**config.mk**
```make
export PLATFORM = sky130hd
export DESIGN_NAME = freerun_period_timer
export DESIGN_NICKNAME = d
export VERILOG_FILES = /design/src/rtl/freerun_pkg.sv /design/src/rtl/freerun_period_regs.sv /design/src/rtl/freerun_count_core.sv /design/src/rtl/freerun_event_pulse.sv /design/src/rtl/freerun_period_timer.sv
export SDC_FILE = /design/constraint.sdc
export NUM_CORES = 1
export LEC_CHECK = 0
export BUFFER_PORTS_ARGS = -buffer_cell sky130_fd_sc_hd__buf_2
export CAP_MARGIN = 30
export CORE_AREA = 2 2 66 99
export CTS_CLUSTER_SIZE = 28
export DETAILED_ROUTE_END_ITERATION = 8
export DIE_AREA = 0 0 68 101
export PLACE_DENSITY = 0.75
export SETUP_SLACK_MARGIN = 0.1
export SYNTH_ARGS = -nofsm -noshare
export SYNTH_HDL_FRONTEND = slang
export SYNTH_SLANG_ARGS = --single-unit
```
**constraint.sdc**
```tcl
create_clock -name clk -period 2.98 [get_ports clk]
set_input_delay 0.149 -clock clk [delete_from_list [all_inputs] [get_ports clk]]
set_output_delay 0.149 -clock clk [all_outputs]
set_load 0.02 [all_outputs]
```
**src/rtl/freerun_pkg.sv**
```systemverilog
package freerun_pkg;
  typedef enum logic {
    CNT_UP     = 1'b0,
    CNT_UPDOWN = 1'b1
  } cnt_mode_e;
endpackage

```
**src/rtl/freerun_period_regs.sv**
```systemverilog
module freerun_period_regs #(
  parameter int W = 16
) (
  input  logic         clk,
  input  logic         rst_n,
  input  logic         wr_period_i,
  input  logic [W-1:0] wr_value_i,
  input  logic         buffered_i,
  input  logic         load_i,
  output logic [W-1:0] period_o
);
  logic [W-1:0] buf_q;
  logic [W-1:0] period_q;

  always_ff @(posedge clk or negedge rst_n) begin
    if (!rst_n) begin
      buf_q    <= '0;
      period_q <= '0;
    end else begin
      if (wr_period_i) buf_q <= wr_value_i;
      if (!buffered_i && wr_period_i) period_q <= wr_value_i;
      else if (buffered_i && load_i) period_q <= buf_q;
    end
  end

  assign period_o = period_q;
endmodule

```
**src/rtl/freerun_count_core.sv**
```systemverilog
module freerun_count_core
  import freerun_pkg::*;
#(
  parameter int W = 16
) (
  input  logic         clk,
  input  logic         rst_n,
  input  logic         step_i,
  input  cnt_mode_e    mode_i,
  input  logic [W-1:0] period_i,
  output logic [W-1:0] cnt_o,
  output logic         down_o,
  output logic         match_evt_o,
  output logic         zero_evt_o
);
  localparam logic [W-1:0] ONE = {{(W-1){1'b0}}, 1'b1};

  logic [W-1:0] cnt_q;
  logic         down_q;

  // returns {down_next, count_next}
  function automatic logic [W:0] next_state(input logic [W-1:0] c,
                                            input logic [W-1:0] p,
                                            input cnt_mode_e    m,
                                            input logic         dn);
    logic [W:0] r;
    if (m == CNT_UP) begin
      r = (c == p) ? {1'b0, {W{1'b0}}} : {1'b0, c + ONE};
    end else if (c == p) begin
      r = (p == '0) ? {1'b0, {W{1'b0}}} : {1'b1, c - ONE};
    end else if (c == '0) begin
      r = {1'b0, ONE};
    end else if (dn) begin
      r = {1'b1, c - ONE};
    end else begin
      r = {1'b0, c + ONE};
    end
    return r;
  endfunction

  always_ff @(posedge clk or negedge rst_n) begin
    if (!rst_n) begin
      cnt_q  <= '0;
      down_q <= 1'b0;
    end else if (step_i) begin
      {down_q, cnt_q} <= next_state(cnt_q, period_i, mode_i, down_q);
    end
  end

  assign cnt_o       = cnt_q;
  assign down_o      = down_q;
  assign match_evt_o = step_i && (cnt_q == period_i);
  assign zero_evt_o  = step_i && (cnt_q == '0);
endmodule

```
**src/rtl/freerun_event_pulse.sv**
```systemverilog
module freerun_event_pulse #(
  parameter int N = 2
) (
  input  logic         clk,
  input  logic         rst_n,
  input  logic [N-1:0] evt_i,
  output logic [N-1:0] pulse_o
);
  for (genvar g = 0; g < N; g++) begin : g_pulse
    logic q;
    always_ff @(posedge clk or negedge rst_n) begin
      if (!rst_n) q <= 1'b0;
      else        q <= evt_i[g];
    end
    assign pulse_o[g] = q;
  end
endmodule

```
**src/rtl/freerun_period_timer.sv**
```systemverilog
module freerun_period_timer
  import freerun_pkg::*;
#(
  parameter int W = 16
) (
  input  logic         clk,
  input  logic         rst_n,
  input  logic         wr_period_i,
  input  logic [W-1:0] wr_value_i,
  input  logic         wr_ctrl_i,
  input  logic         ctrl_updown_i,
  input  logic         ctrl_buffer_i,
  input  logic         ctrl_run_i,
  input  logic         count_en_i,
  output logic [W-1:0] count_o,
  output logic         match_o,
  output logic         zero_o
);
  localparam int NEVT = 2;

  cnt_mode_e    mode_q;
  logic         bfe_q;
  logic         run_q;
  logic         step;
  logic         load_evt;
  logic         match_evt;
  logic         zero_evt;
  logic         down_q;
  logic [W-1:0] period_q;
  logic [W-1:0] cnt;
  logic [NEVT-1:0] pulses;

  always_ff @(posedge clk or negedge rst_n) begin
    if (!rst_n) begin
      mode_q <= CNT_UP;
      bfe_q  <= 1'b0;
      run_q  <= 1'b0;
    end else if (wr_ctrl_i) begin
      mode_q <= ctrl_updown_i ? CNT_UPDOWN : CNT_UP;
      bfe_q  <= ctrl_buffer_i;
      run_q  <= ctrl_run_i;
    end
  end

  assign step     = run_q && count_en_i;
  assign load_evt = zero_evt && bfe_q;

  freerun_period_regs #(.W(W)) u_period (
    .clk(clk), .rst_n(rst_n), .wr_period_i(wr_period_i),
    .wr_value_i(wr_value_i), .buffered_i(bfe_q), .load_i(load_evt),
    .period_o(period_q)
  );

  freerun_count_core #(.W(W)) u_core (
    .clk(clk), .rst_n(rst_n), .step_i(step), .mode_i(mode_q),
    .period_i(period_q), .cnt_o(cnt), .down_o(down_q),
    .match_evt_o(match_evt), .zero_evt_o(zero_evt)
  );

  freerun_event_pulse #(.N(NEVT)) u_pulse (
    .clk(clk), .rst_n(rst_n), .evt_i({zero_evt, match_evt}),
    .pulse_o(pulses)
  );

  assign count_o = cnt;
  assign match_o = pulses[0];
  assign zero_o  = pulses[1];
endmodule

```
==> run metrics <==
status=completed; PwrDens=715 nW/um2; DIE AREA=6870 um2; Rows=35; CP endpoint kind=flip-flop; fin cells=451; H-Tree Depth=2; diode count=0; final hold vios=0; CP required=3.16 ns; Mapped Area=3230 um2; ys async rst share=100%; Finish-stage setup viols=0; commonest cells in the synthesized netlist=dfrtp_1, nand2_1, o21ai_0, nor2_1, mux2_2; Primary FF master, synth=dfrtp_1; Die X=68 um; flops & latches, synth=54; initial antenna violation count=0; CP max stage cell=dfrtp_1; Max Slew Vio Count=0; CTS clock-pin slew for the worst setup and hold paths=0.10 ns; Crit Path Class=flip-flop to flip-flop; synth-to-layout area growth=10.8%; Max Root-Sink Buffers=2; Cell variety after synth=43; cell family with most CP delay=simple AND/OR/NAND/NOR gates; core area=6040 um2; Hold Crit Class=input port to flip-flop; fraction of layout cells with a size suffix above 1=22.3%; clk_lat worst skew=0.31 ns; Max-cap violations=0; DRT Wirelength=7390 um; post-synth net total=374; worst vdd ir=0.000493 V; Worst Path Buf+Inv=0; global-route wire length before repair=12400 um; I/O Buffers=41; final worst path period need=2.60 ns; clk_skew=0.0109 ns; vias in the first global route=2584; CP max FO=13; CTS tree=built; # DRC=0; Yosys top cell by area=dfrtp_1; most common cell in the netlist=dfrtp_1; syn avg cell area=9.31 um2; startpoint types=flip-flop; largest net degree at the start of global routing=37; remaining antenna violation count=0; Die Height=101 um; Tcrit/Tclk final=87.3%; routed len/inst=16.4 um; drt first pass iters=4; Arrival @ worst endpoint=2.79 ns; fmax=384 MHz; CTS Root Cell=clkbuf_8; initial core utilization=53.4%; setup tns final=0 ns; worst slew pin tran=0.796 ns; GRT Util Overall=23.7%; I/O pins=42; post-synth top area share=41.8%; dominant cells by area after synthesis=dfrtp_1, mux2_2, mux2i_1, o21ai_0, xnor2_1; CTS Buf Count=5; cells after synthesis=347; Seq/Total Area, Yosys=41.8%; via density per instance=5.97; # nets final=403; Ys Warns=0; max_slew headroom=46.9%; Post-synth EDFFs=0; unrepaired setup endpoints after global routing=false; CTS Sinks=54; 1st-iter DRT viols=175; DP HPWL=5610 um; Overflow after GRT=0; CP peak stage delay=0.58 ns; total number of vias=2691; CP Cell Sequence=nor4_4 > nand4_1 > a21boi_2 > nor2_2 > a221oi_1 > a21oi_1; Pleak=1.49 nW; Placed Cells=442; Final GP Congestion=0.960
==> layout make-up <==
type / instances / area [um2]
tap: 74 / 92.6
timing repair buffer: 50 / 283
multi-input combinational: 258 / 1730
sequential: 54 / 1350
clock inverter: 2 / 12.5
clock buffer: 6 / 82.6
fill: 534 / 2460
inverter: 7 / 26.3
==> sequential cells by signal (all words and copies together), names as in the netlist <==
| name | cells |
|---|---|
| bfe_q | 1 |
| mode_q | 1 |
| run_q | 1 |
| u_core.cnt_o | 16 |
| u_core.down_o | 1 |
| u_period.buf_q | 16 |
| u_period.period_o | 16 |
| u_pulse.g_pulse.q | 2 |
==> final timing paths <==
kind	end	slack [ns]	cells after the start	from
worst max-delay path	u_core.cnt_o[6]	0.38	6	u_core.cnt_o[8]
worst min-delay path	bfe_q	0.07	2	ctrl_buffer_i
worst max register to register	u_core.cnt_o[6]	0.38	6	u_core.cnt_o[8]
worst min register to register	u_period.buf_q[6]	0.51	1	u_period.buf_q[6]
max in group asynchronous	u_period.period_o[3]	1.77	3	rst_n
min in group asynchronous	u_core.cnt_o[12]	0.46	2	rst_n
==> worst reg2reg max path: stages (launching register included) <==
cell	delay (ns)
dfrtp_1	0.58
nor4_4	0.51
nand4_1	0.26
a21boi_2	0.45
nor2_2	0.24
a221oi_1	0.33
a21oi_1	0.11
==> per-stage QoR <==
| step | area (um2) | util [%] | total power, mW | hold WS (ns) | worst slack, ns |
|---|---|---|---|---|---|
| after floorplan | 3230 | - | 1.87 | -0.147 | 0.505 |
| after global placement | 3450 | 57.1 | 2.12 | 0.285 | 0.249 |
| after detailed placement | 3470 | 57.3 | 2.14 | 0.287 | 0.255 |
| after CTS | 3570 | 59.1 | 2.57 | 0.0677 | 0.248 |
| after global routing | 3580 | 59.2 | 2.74 | 0.0645 | 0.196 |
| final | 3580 | 59.2 | 2.56 | 0.0689 | 0.379 |
==> kinds of logic after synthesis <==
family                     Yosys count  synth area share, %
and+or+nand+nor                    132                 21.4
DFF                                 54                 41.8
xor gates and xnor gates            18                 4.88
AOI/OAI and AO/OA                   66                 12.9
adders and majority gates            3                 1.16
muxes                               39                 12.9
buffers and inverters               35                 4.92
==> cells in the final DEF (no fill, tap or decap), types with 3 or more instances in the layout <==
master,Yosys,routed
nand3_1,18,18
ha_1,3,3
nor4_1,8,8
clkbuf_8,0,6
xnor2_1,17,17
nand4_1,9,9
mux2_2,20,20
dfrtp_1,54,54
inv_1,7,7
a221oi_1,5,5
nor2_1,23,23
mux2i_1,19,19
nor3b_1,4,4
buf_2,10,41
or3_1,6,6
nor3_1,9,9
nand2_1,39,39
o21ai_0,33,33
o211ai_1,3,3
and2_1,4,4
nor4_4,2,3
o311ai_1,3,3
buf_4,0,7
a21oi_1,7,7
==> timing repair <==
action,CTS,global route
resized for setup,0,1
hold endpoints to repair,35,0
hold buffers,1,0
setup buffers,0,0
setup endpoints to repair,0,1
==> power breakdown <==
part           total [mW]  leakage, nW  switching [mW]  internal (mW)
clock               0.426       0.0472           0.238          0.187
sequential           1.23        0.636           0.340          0.886
combinational       0.907        0.810           0.504          0.403
==> per-layer routing <==
metal	track usage, %	wire length [um]	vias up	part of all wire (%)
li1	-	-	1310	-
met1	28.1	2890	1281	39
met5	0	0	-	0
met2	40.9	3890	82	53
met4	10.8	278	0	3.8
met3	3.69	330	18	4.5
Note: power is estimated with default switching activity, not from simulation.
